===== src/rtl/vroute_pkg.sv =====
package vroute_pkg;

  // output port indices (one-hot bit positions)
  localparam int PI_LOCAL = 0;
  localparam int PI_NORTH = 1;
  localparam int PI_EAST  = 2;
  localparam int PI_SOUTH = 3;
  localparam int PI_WEST  = 4;
  localparam int PI_UP    = 5;
  localparam int PI_DOWN  = 6;
  localparam int NPORTS   = 7;

  // arrival side codes for the per-instance parameter
  localparam int ARR_LOCAL = 0;
  localparam int ARR_NORTH = 1;
  localparam int ARR_EAST  = 2;
  localparam int ARR_SOUTH = 3;
  localparam int ARR_WEST  = 4;

  typedef logic [NPORTS-1:0] port_oh_t;

  // direction set, MSB first: north, east, south, west
  typedef struct packed {
    logic n;
    logic e;
    logic s;
    logic w;
  } dir4_t;

  function automatic port_oh_t oh_of(input int idx);
    port_oh_t r;
    r = '0;
    r[idx] = 1'b1;
    return r;
  endfunction

endpackage


===== src/rtl/vroute_rst_sync.sv =====
module vroute_rst_sync (
  input  logic clk,
  input  logic rst_n,
  output logic rst_sync_n
);

  logic meta_q;
  logic sync_q;

  always_ff @(posedge clk or negedge rst_n) begin
    if (!rst_n) begin
      meta_q <= 1'b0;
      sync_q <= 1'b0;
    end else begin
      meta_q <= 1'b1;
      sync_q <= meta_q;
    end
  end

  assign rst_sync_n = sync_q;

endmodule


===== src/rtl/vroute_cmp.sv =====
module vroute_cmp
  import vroute_pkg::*;
#(
  parameter int CW = 4,
  parameter int ZW = 2
) (
  input  logic [CW-1:0] cur_x,
  input  logic [CW-1:0] cur_y,
  input  logic [ZW-1:0] cur_z,
  input  logic [CW-1:0] dst_x,
  input  logic [CW-1:0] dst_y,
  input  logic [ZW-1:0] dst_z,
  output dir4_t         plane_dir,
  output logic          z_up,
  output logic          z_dn
);

  always_comb begin
    plane_dir.e = (dst_x > cur_x);
    plane_dir.w = (dst_x < cur_x);
    plane_dir.n = (dst_y > cur_y);
    plane_dir.s = (dst_y < cur_y);
    z_up        = (dst_z > cur_z);
    z_dn        = (dst_z < cur_z);
  end

endmodule


===== src/rtl/vroute_steer.sv =====
module vroute_steer
  import vroute_pkg::*;
(
  input  dir4_t    dir,
  output port_oh_t port,
  output logic     none
);

  // X before Y; east over west, north over south
  always_comb begin
    port = '0;
    none = 1'b0;
    if (dir.e)      port[PI_EAST]  = 1'b1;
    else if (dir.w) port[PI_WEST]  = 1'b1;
    else if (dir.n) port[PI_NORTH] = 1'b1;
    else if (dir.s) port[PI_SOUTH] = 1'b1;
    else            none           = 1'b1;
  end

endmodule


===== src/rtl/vroute_core.sv =====
module vroute_core
  import vroute_pkg::*;
#(
  parameter int CW         = 4,
  parameter int ZW         = 2,
  parameter int ARRIVE_DIR = ARR_LOCAL,
  parameter bit TURN_FIX   = 1'b1
) (
  input  logic [CW-1:0] cur_x,
  input  logic [CW-1:0] cur_y,
  input  logic [ZW-1:0] cur_z,
  input  logic [CW-1:0] dst_x,
  input  logic [CW-1:0] dst_y,
  input  logic [ZW-1:0] dst_z,
  input  logic          is_elev,
  input  dir4_t         up_vec,
  input  dir4_t         dn_vec,
  output port_oh_t      port_nxt,
  output logic          vc_nxt,
  output logic          err_nxt
);

  dir4_t    plane_dir;
  dir4_t    elev_vec;
  logic     z_up;
  logic     z_dn;
  port_oh_t plane_oh;
  port_oh_t elev_oh;
  logic     plane_none;
  logic     elev_none;
  logic     forced;
  port_oh_t forced_oh;

  vroute_cmp #(.CW(CW), .ZW(ZW)) u_cmp (
    .cur_x     (cur_x),
    .cur_y     (cur_y),
    .cur_z     (cur_z),
    .dst_x     (dst_x),
    .dst_y     (dst_y),
    .dst_z     (dst_z),
    .plane_dir (plane_dir),
    .z_up      (z_up),
    .z_dn      (z_dn)
  );

  assign elev_vec = z_up ? up_vec : dn_vec;

  vroute_steer u_plane (
    .dir  (plane_dir),
    .port (plane_oh),
    .none (plane_none)
  );

  vroute_steer u_elev (
    .dir  (elev_vec),
    .port (elev_oh),
    .none (elev_none)
  );

  // per-port variant: keep the Y direction of travel when seeking an elevator
  generate
    if (TURN_FIX && (ARRIVE_DIR == ARR_NORTH)) begin : g_fix_n
      assign forced    = 1'b1;
      assign forced_oh = oh_of(PI_SOUTH);
    end else if (TURN_FIX && (ARRIVE_DIR == ARR_SOUTH)) begin : g_fix_s
      assign forced    = 1'b1;
      assign forced_oh = oh_of(PI_NORTH);
    end else begin : g_nofix
      assign forced    = 1'b0;
      assign forced_oh = '0;
    end
  endgenerate

  always_comb begin
    port_nxt = '0;
    err_nxt  = 1'b0;
    vc_nxt   = z_dn;
    if (!z_up && !z_dn) begin
      port_nxt = plane_none ? oh_of(PI_LOCAL) : plane_oh;
    end else if (is_elev) begin
      port_nxt = z_up ? oh_of(PI_UP) : oh_of(PI_DOWN);
    end else if (forced) begin
      port_nxt = forced_oh;
    end else if (elev_none) begin
      port_nxt = oh_of(PI_LOCAL);
      err_nxt  = 1'b1;
    end else begin
      port_nxt = elev_oh;
    end
  end

endmodule


===== src/rtl/vroute_stage.sv =====
module vroute_stage
  import vroute_pkg::*;
#(
  parameter int CW         = 4,
  parameter int ZW         = 2,
  parameter int ARRIVE_DIR = ARR_LOCAL,
  parameter bit TURN_FIX   = 1'b1
) (
  input  logic          clk,
  input  logic          rst_n,
  input  logic          head_valid,
  input  logic [CW-1:0] cur_x,
  input  logic [CW-1:0] cur_y,
  input  logic [ZW-1:0] cur_z,
  input  logic [CW-1:0] dst_x,
  input  logic [CW-1:0] dst_y,
  input  logic [ZW-1:0] dst_z,
  input  logic          is_elev,
  input  logic [3:0]    up_vec,
  input  logic [3:0]    dn_vec,
  output logic [6:0]    route_port,
  output logic          route_vc,
  output logic          route_err
);

  logic     rst_q_n;
  port_oh_t port_nxt;
  logic     vc_nxt;
  logic     err_nxt;
  port_oh_t port_d, port_q;
  logic     vc_d, vc_q;
  logic     err_d, err_q;

  vroute_rst_sync u_rst (
    .clk        (clk),
    .rst_n      (rst_n),
    .rst_sync_n (rst_q_n)
  );

  vroute_core #(
    .CW(CW), .ZW(ZW), .ARRIVE_DIR(ARRIVE_DIR), .TURN_FIX(TURN_FIX)
  ) u_core (
    .cur_x    (cur_x),
    .cur_y    (cur_y),
    .cur_z    (cur_z),
    .dst_x    (dst_x),
    .dst_y    (dst_y),
    .dst_z    (dst_z),
    .is_elev  (is_elev),
    .up_vec   (dir4_t'(up_vec)),
    .dn_vec   (dir4_t'(dn_vec)),
    .port_nxt (port_nxt),
    .vc_nxt   (vc_nxt),
    .err_nxt  (err_nxt)
  );

  // next state: latch on head flit only
  always_comb begin
    port_d = port_q;
    vc_d   = vc_q;
    err_d  = err_q;
    if (head_valid) begin
      port_d = port_nxt;
      vc_d   = vc_nxt;
      err_d  = err_nxt;
    end
  end

  always_ff @(posedge clk or negedge rst_q_n) begin
    if (!rst_q_n) begin
      port_q <= '0;
      vc_q   <= 1'b0;
      err_q  <= 1'b0;
    end else begin
      port_q <= port_d;
      vc_q   <= vc_d;
      err_q  <= err_d;
    end
  end

  assign route_port = port_q;
  assign route_vc   = vc_q;
  assign route_err  = err_q;

endmodule


===== config.mk =====
export PLATFORM = sky130hd
export DESIGN_NAME = vroute_stage
export DESIGN_NICKNAME = d
export VERILOG_FILES = /design/src/rtl/vroute_pkg.sv /design/src/rtl/vroute_rst_sync.sv /design/src/rtl/vroute_cmp.sv /design/src/rtl/vroute_steer.sv /design/src/rtl/vroute_core.sv /design/src/rtl/vroute_stage.sv
export SDC_FILE = /design/constraint.sdc
export NUM_CORES = 1
export LEC_CHECK = 0
export ABC_AREA = 1
export ABC_CLOCK_PERIOD_IN_PS = 1500
export BUFFER_PORTS_ARGS = -buffer_cell sky130_fd_sc_hd__buf_2
export CAP_MARGIN = 25
export CORE_MARGIN = 3
export CORE_UTILIZATION = 49
export DETAILED_ROUTE_END_ITERATION = 8
export GPL_ROUTABILITY_DRIVEN = 0
export PLACE_DENSITY = 0.84
export SLEW_MARGIN = 10
export SYNTH_ARGS = -nofsm -noshare
export SYNTH_HDL_FRONTEND = slang
export SYNTH_SLANG_ARGS = --single-unit

===== constraint.sdc =====
create_clock -name clk -period 1.5 [get_ports clk]
set_clock_uncertainty 0.2 [all_clocks]
set_input_delay 0.225 -clock clk [delete_from_list [all_inputs] [get_ports clk]]
set_output_delay 0.225 -clock clk [all_outputs]
set_load 0.05 [all_outputs]

Yosys cells after proc, flatten, opt, wreduce, memory -nomap -nowiden
Index checks and enable logic that the tools add are counted.

Order comparisons: 6. Mux-type cells: 35. Reduce and logical (&&, ||, !) cells: 3.

Operator list (number): two-way mux 1 bit (27); two-way mux 7 bit (3); two-way mux 5 bit (2); greater-than comparator 4 bit (2); less-than comparator 4 bit (2); two-way mux 2 bit (2); two-way mux 4 bit (1); greater-than comparator 2 bit (1); zero test 1 bit (2); less-than comparator 2 bit (1); logical AND 1 bit (1).

Register bits: 11. Word-level logic and storage cells: 49.

Logic depth before layout (Yosys ltp)
Gate-level depths: netlist (run 1).

Depth after elaboration: 9. Gate-level depth with buffers: 13. Mapped depth without buffers: 13.

By module
From an unflattened synthesis (run 1), not the netlist that was laid out.

Cells, all modules: 171. Area total of the unflattened synthesis: 1064.8 um^2.

Modules (own cells, without submodules): vroute_stage (instances 1, cells an instance 38, area an instance 341.6 um^2, seq. area each 225.2 um^2); vroute_cmp (instances 1, cells an instance 47, area an instance 276.5 um^2, seq. area each 0.0 um^2); vroute_core (instances 1, cells an instance 51, area an instance 232.7 um^2, seq. area each 0.0 um^2); vroute_steer (instances 2, cells an instance 16, area an instance 80.1 um^2, seq. area each 0.0 um^2); vroute_rst_sync (instances 1, cells an instance 3, area an instance 53.8 um^2, seq. area each 50.0 um^2).

Worst setup path before layout (run 1)
Ideal clock, no wire load.

Path type: input to register. Start point: input port cur_z[1]. End point: register port_q[3] (netlist: route_port[3]). Library setup time: 73 ps. Arrival time: 1245 ps. Data required time: 1227 ps. Slack: -18 ps. Cell stages on the path: 9. Cells stage by stage: inv_1 > ha_1 > nand2_2 > inv_2 > nand2_2 > nand2_1 > nor2_4 > nand3_1 > a21oi_2.

Cells in the longest elaborated chain, start to end: 9. Elaborated cells on any way between the ends: 17. Classes of those cells: order compare: 2; mux: 12; reduce/logical: 3.

RTL lines: start: declaration (line vroute_stage.sv:14) `input logic [ZW-1:0] cur_z,`; greater-than comparator 2 bit (line vroute_cmp.sv:23) `z_up = (dst_z > cur_z);`; two-way mux 4 bit (line vroute_core.sv:46) `assign elev_vec = z_up ? up_vec : dn_vec;`; two-way mux 1 bit (line vroute_steer.sv:16) `else if (dir.s) port[PI_SOUTH] = 1'b1;`; two-way mux 1 bit (line vroute_steer.sv:15) `else if (dir.n) port[PI_NORTH] = 1'b1;`; two-way mux 1 bit (line vroute_steer.sv:14) `else if (dir.w) port[PI_WEST] = 1'b1;`; two-way mux 2 bit or two-way mux 1 bit (tied branches) (line vroute_steer.sv:13) `if (dir.e) port[PI_EAST] = 1'b1;`; two-way mux 5 bit (line vroute_core.sv:84) `end else if (elev_none) begin`; two-way mux 7 bit (line vroute_core.sv:80) `end else if (is_elev) begin`; two-way mux 7 bit (*) (line vroute_core.sv:78) `if (!z_up && !z_dn) begin`; end signal: assignment (line vroute_stage.sv:75) `port_q <= port_d;`; end: declaration (line vroute_stage.sv:30) `port_oh_t port_d, port_q;`.

Mark *: on every way between the ends. The rest lies on a longest branch, timed or not. A chain may end at the register's enable or synchronous reset.

Worst setup path after layout (run 1)
Ends and elaborated chain as after synthesis.

==> impl_metrics.ini, run 1 <==
[status]
status = finished clean

[worst_setup_path]
cp_top_family = simple AND/OR/NAND/NOR gates
path_max_fanout = 6
slowest_stage = ha_1
cpPeakStageDelay_ns = 0.32
path_depth = 10
cp_common_cell = nand2_2
crit_chain = buf_2, inv_1, ha_1, nand2_2, inv_2, nand2_2, nand2_2, nor2_4, nand3_1, a21oi_2
crit_type = primary input to register
worst-path-buf-inv = 3
endpoint_kind = register
cp.arrival_ns = 1.44
critical_path_required_ns = 1.51
worst_r2r_path_depth = 1
critPathLaunchType = primary input

[clock_tree]
clk_path_buf_depth = 2
htree_levels = 1
clk_latency_ns = 0.27
numCtsBuffers = 3
post_cts_buffers = 0
clkTransAtPathRegs_ns = 0.07
clock-root-buffer = clkbuf_4
cts_tree = yes
numClockSinks = 11

[floorplanning]
die-width_um = 48.13
die_h_um = 48.13
dieArea_mm2 = 0.002316
rows = 14
initial_core_util = 0.5455
core_area_mm2 = 0.001594
io_pins = 41

[yosys]
ys_types = 21
ys_seq_area_frac = 0.3165
ys_warn_count = 0
synthesis.nets = 164
syn_avg_cell_area_um2 = 7.128
synth-seq-cells = 11
syn_inst = 122
syn_area_um2 = 869.6

[global_route]
grt_pass1_vias = 917
grt_antenna_before_repair = 0
grt_start_max_net_pins = 11
grt_use_total = 0.2011
grt_pass1_wl_um = 3277
grt-ovfl-total = 0

[sta]
hold_slack_ns = 0.05875
finalSetupViolCount = 0
fin_ws_ns = 0.06823
min_period_ns = 1.432
clock.fmax_mhz = 698.4
period_share = 0.9545
final-max-slew-violation-count = 0
hold_viol_final = 0

[cells_and_area]
stdcell_count = 193
fin_util = 0.7339
drive_gt1_frac = 0.3787
layout.nets = 212
area_delta_synth_final_pct = 34.53
n_antenna_cell = 0
multi_input_area_um2 = 501.7
stdcell_area_mm2 = 0.001170
fillers = 132
ff_latch_area_um2 = 275.3

[placed_design]
numPortBuffers = 40
dp.cells = 187
pre_cts_ws_ns = -0.1961
post-dp-hpwl_um = 1750
post_dp_cell_area_mm2 = 0.001112

[detailed_routing]
drt-initial-drc-count = 25
drcViolationCount = 0
via_count = 929
ant_nets = 0
viasPerCell = 4.813
wl_per_cell_um = 11.39
drt_wl_total_um = 2199
first_pass_iters = 4

[power_and_ir_drop]
p_leak_nw = 0.7167
power.density_mw_per_mm2 = 786.1
worst_ir_drop_vdd_v = 0.0007282

[job]
drv_cap = 0

[min_path]
hold_path_class = primary input to asynchronous set/reset pin
==> cells in the final DEF (no fill, tap or decap), drive strengths merged, types with 2 or more instances in the layout <==
cell type	instances
inv	26
nand3	7
nand2	39
a21oi	7
ha	10
nor2	9
nand4	4
clkbuf	4
dlygate4sd3	2
dfrtp	11
nand3b	2
buf	42
o21ai	3
==> power breakdown <==
group / switching (mW) / total [mW] / internal [mW]
Sequential: 0.0122 / 0.335 / 0.323
Clock: 0.101 / 0.204 / 0.103
Combinational: 0.254 / 0.381 / 0.126
==> flip-flops by register name (all words and copies together) (netlist names) <==
register / cells
route_port: 7
u_rst.meta_q: 1
u_rst.rst_sync_n: 1
route_err: 1
route_vc: 1
==> worst paths after layout <==
check	startpoint	endpoint	slack [ns]
min reg2reg	u_rst.meta_q	u_rst.rst_sync_n	0.16
min in group clk	head_valid	route_port[1]	0.08
min	rst_n	u_rst.rst_sync_n	0.06
max in group asynchronous	u_rst.rst_sync_n	route_vc	0.31
max reg2reg	u_rst.rst_sync_n	route_vc	0.31
max	cur_z[1]	route_port[3]	0.07
==> cells in the mapped netlist <==
cell type / n / area, um^2
a21oi_1: 6 / 30.03
a21oi_2: 1 / 8.760
buf_2: 1 / 5.000
clkinv_1: 1 / 3.750
conb_1: 1 / 3.750
dfrtp_1: 11 / 275.3
ha_1: 10 / 125.1
inv_1: 22 / 82.58
inv_2: 4 / 15.01
nand2_1: 30 / 112.6
nand2_2: 7 / 43.79
nand2_4: 2 / 22.52
nand3_1: 7 / 35.03
nand3b_1: 2 / 15.01
nand4_1: 4 / 25.02
nor2_1: 7 / 26.28
nor2_2: 1 / 6.260
nor2_4: 1 / 11.26
o21ai_0: 1 / 5.000
o21ai_1: 2 / 10.01
o31ai_1: 1 / 7.510
==> per-layer routing <==
layer | up-vias | wire (um) | GRT usage
met2 | 34 | 1177 | 0.3905
met5 | - | 0 | 0
met3 | 6 | 130 | 0.04797
li1 | 473 | - | -
met4 | 0 | 53 | 0.1022
met1 | 416 | 838 | 0.1923
==> final cells by class <==
class | instances | share of cell area
Tap cell | 24 | 0.02567
Sequential cell | 11 | 0.2353
Timing Repair Buffer | 44 | 0.2011
Clock buffer | 4 | 0.02246
Multi-Input combinational cell | 83 | 0.4289
Inverter | 27 | 0.08663
==> through the flow <==
stage          setup TNS (ns)  power, mW
2_1_floorplan               0     0.5979
6_report                    0     0.9197
4_1_cts                     0     0.9161
3_3_place_gp          -0.7224     0.6915
3_5_place_dp           -1.041     0.7072
5_1_grt              -0.03169     0.9733
==> what timing repair did <==
item | in CTS | in global routing
hold endpoints to repair | 11 | 0
gates resized for setup | 0 | 3
setup endpoints to repair | 0 | 2
hold buffers | 2 | 0
==> cell families (layout without fill, tap and decap cells) <==
group           count (synthesis)  after routing  synth area share
flops                          11             11            0.3165
other cells                     1              1          0.004312
buf+inv                        28             75            0.1223
compound gates                 11             11           0.07050
simple gates                   61             61            0.3424
fa+ha+maj                      10             10            0.1439
Note: power is estimated with default switching activity, not from simulation.
==> run 2: changes to the inputs <==
--- a/config.mk
+++ b/config.mk
@@ -9,12 +9,15 @@
 export ABC_CLOCK_PERIOD_IN_PS = 1500
 export BUFFER_PORTS_ARGS = -buffer_cell sky130_fd_sc_hd__buf_2
 export CAP_MARGIN = 25
+export CORE_ASPECT_RATIO = 1.4
 export CORE_MARGIN = 3
-export CORE_UTILIZATION = 49
+export CORE_UTILIZATION = 52
 export DETAILED_ROUTE_END_ITERATION = 8
 export GPL_ROUTABILITY_DRIVEN = 0
+export MAX_ROUTING_LAYER = met4
 export PLACE_DENSITY = 0.84
 export SLEW_MARGIN = 10
 export SYNTH_ARGS = -nofsm -noshare
 export SYNTH_HDL_FRONTEND = slang
+export SYNTH_HIERARCHICAL = 1
 export SYNTH_SLANG_ARGS = --single-unit
==> run 2 against run 1 <==
  * The flow now finishes with violations (negative setup slack)
  * Global-route usage rose by 0.55 points
  * Area after synthesis up 22%
  * Hold slack better by 0.014 ns
  * Die area rose by 14%
  * Register-to-register slack hardly changed
  * Critical path depth rose by 8
  * Critical path type unchanged
  * Highest routed layer unchanged
==> impl_metrics.ini, run 2 <==
[worst_setup_path]
cp_common_cell = nand2_1
critical_path_required_ns = 1.46
crit_chain = buf_8, inv_8, ha_4, a21oi_4, a21oi_4, inv_2, nand2_1, nand2_2, inv_2, nand2_2, nor2_4, inv_2, nand2_2, nor2_4, nand2_1, nand2_1, nand2_1, nand2_1
r2r_end = route_port[0]
crit_type = primary input to register
cp.arrival_ns = 1.73
worst-path-buf-inv = 5
r2r-start = u_rst/rst_sync_n
worst_r2r_path_depth = 1
path_max_fanout = 6
endpoint_kind = register
cpPeakStageDelay_ns = 0.28
critPathLaunchType = primary input
slowest_stage = ha_4
cp_top_family = simple AND/OR/NAND/NOR gates
rrSetupSlack_ns = 0.31

[floorplanning]
rows = 18
core_area_mm2 = 0.001847
dieArea_mm2 = 0.002634
die_h_um = 59.54
io_pins = 41
die-width_um = 44.25
initial_core_util = 0.5766

[yosys]
synth_top_area_share = 0.2585
synth-simple-area-share = 0.3948
synth_top_family_by_area = simple AND/OR/NAND/NOR gates
syn_area_mm2 = 0.001065
synth_most_common_cell = nand2_1
synth-compound-area-share = 0.04230
ys_warn_count = 6
synth.area.mux_share = 0
syn_avg_cell_area_um2 = 6.227
ys_seq_area_frac = 0.2585
synth_commonest_cells = 69 x nand2_1, 25 x inv_1, 14 x nor2_1
synth-edff-count = 0
synthArstFlopShare = 1.000
synth-seq-cells = 11
ys.flop_type = dfrtp_1
synth_xor_xnor_area_share = 0
syn_inst = 171
yosys.area.top_type = dfrtp_1
ys_types = 19
yosys.area_share.adder = 0.1175
ys_top_cells_by_area = dfrtp_1 26%, nand2_1 24%, ha_1 12%

[placed_design]
pre_cts_ws_ns = -0.6199
post-dp-hpwl_um = 1916
post_dp_cell_area_mm2 = 0.001384
numPortBuffers = 40
dp.cells = 239

[sta]
min_period_ns = 1.762
grt_setup_unrepaired = true
period_share = 1.174
final-max-slew-violation-count = 0
setup_tns_ns = -1.741
hold_viol_final = 0
finalSetupViolCount = 8
hold_slack_ns = 0.07302
clock.fmax_mhz = 567.7
fin_ws_ns = -0.2615

[cells_and_area]
area_delta_synth_final_pct = 41.36
largest_reg_flops = 7
fin_util = 0.8150
n_antenna_cell = 0
final_common_cell = nand2_1
stdcell_count = 249
layout.nets = 272
drive_gt1_frac = 0.4017
stdcell_area_mm2 = 0.001505
mostFrequentLayoutCells = 62 x nand2_1, 38 x buf_2, 20 x inv_1

[clock_tree]
clk_path_buf_depth = 2
clkTransAtPathRegs_ns = 0.07
clk_latency_ns = 0.27
cts_tree = yes
htree_levels = 1
numCtsBuffers = 3
clock-root-buffer = clkbuf_4
numClockSinks = 11

[detailed_routing]
met3_wirelength_um = 115
drcViolationCount = 0
met2RoutedLength_um = 1361
wl_per_cell_um = 9.245
viasPerCell = 4.699
m1WireLength_um = 801
drt_wl_total_um = 2302
via_count = 1170
first_pass_iters = 4
top_layer = met4
ant_nets = 0
drt-initial-drc-count = 20

[status]
status = finished, violations left
violations = negative setup slack

[power_and_ir_drop]
p_leak_nw = 0.9307
power.density_mw_per_mm2 = 777.3
worst_ir_drop_vdd_v = 0.0004436
power_mw = 1.170

[global_route]
grt_start_max_net_pins = 11
grt_antenna_before_repair = 0
grt-ovfl-total = 0
grt_pass1_wl_um = 4126
grt_pass1_vias = 1119
grt_use_total = 0.2066

[job]
drv_cap = 0

[min_path]
hold_path_class = primary input to asynchronous set/reset pin
run 2: changes by cell type after synthesis, moves of 2 or more:
cell      before  now
nand2_1       30   69
buf_4          0    8
nor2_1         7   14
nand2_2        7    3
nand3_1        7    3
nand4_1        4    0
inv_1         22   25
and2_1         0    2
conb_1         1    3
inv_2          4    6
nand3b_1       2    0
nor2_4         1    3
run 2: how the worst max path moves through the flow:
| stage | start | to | slack, ns | cells after the start |
|---|---|---|---|---|
| floorplan | cur_z[1] | route_port[5] | -0.43 | 17 |
| global placement | cur_z[1] | route_port[1] | -0.54 | 18 |
| detailed placement | cur_z[1] | route_port[4] | -0.62 | 18 |
| CTS | cur_z[1] | route_port[4] | -0.27 | 18 |
| global route | cur_z[1] | route_port[4] | -0.42 | 18 |
| finish | cur_z[1] | route_port[4] | -0.26 | 18 |
run 2: layout make-up:
| class | instances | area [um^2] |
|---|---|---|
| multi-input combinational | 124 | 690.7 |
| timing repair buffer | 59 | 364.1 |
| fill | 127 | 341.6 |
| sequential | 11 | 275.3 |
| inverter | 31 | 123.9 |
| clock buffer | 4 | 26.28 |
| tap | 20 | 25.02 |
run 2: repair_timing:
action | in CTS | in global routing
resized for setup | 6 | 9
hold endpoints to repair | 11 | 0
endpoints found under the setup margin | 7 | 8
pin swaps | 17 | 6
hold buffers | 2 | 0
buffers inserted | 2 | 2
run 2: cells by family (layout without fill, tap and decap cells):
| family | Yosys count | after routing |
|---|---|---|
| compound gates | 9 | 9 |
| fa+ha+maj | 10 | 10 |
| buf+inv | 40 | 94 |
| flops | 11 | 11 |
| other cells | 3 | 7 |
| simple gates | 98 | 98 |
run 2: power breakdown:
group | total [mW] | internal (mW) | switching [mW]
combinational | 0.628 | 0.251 | 0.377
sequential | 0.348 | 0.332 | 0.0162
clock | 0.195 | 0.103 | 0.0917
total | 1.17 | 0.685 | 0.484
run 2: metal layers:
| metal | up-vias | global-route usage |
|---|---|---|
| li1 | 606 | - |
| met1 | 522 | 0.1937 |
| met2 | 37 | 0.4208 |
| met3 | 5 | 0.01824 |
| met4 | 0 | 0.06034 |
| met5 | - | - |
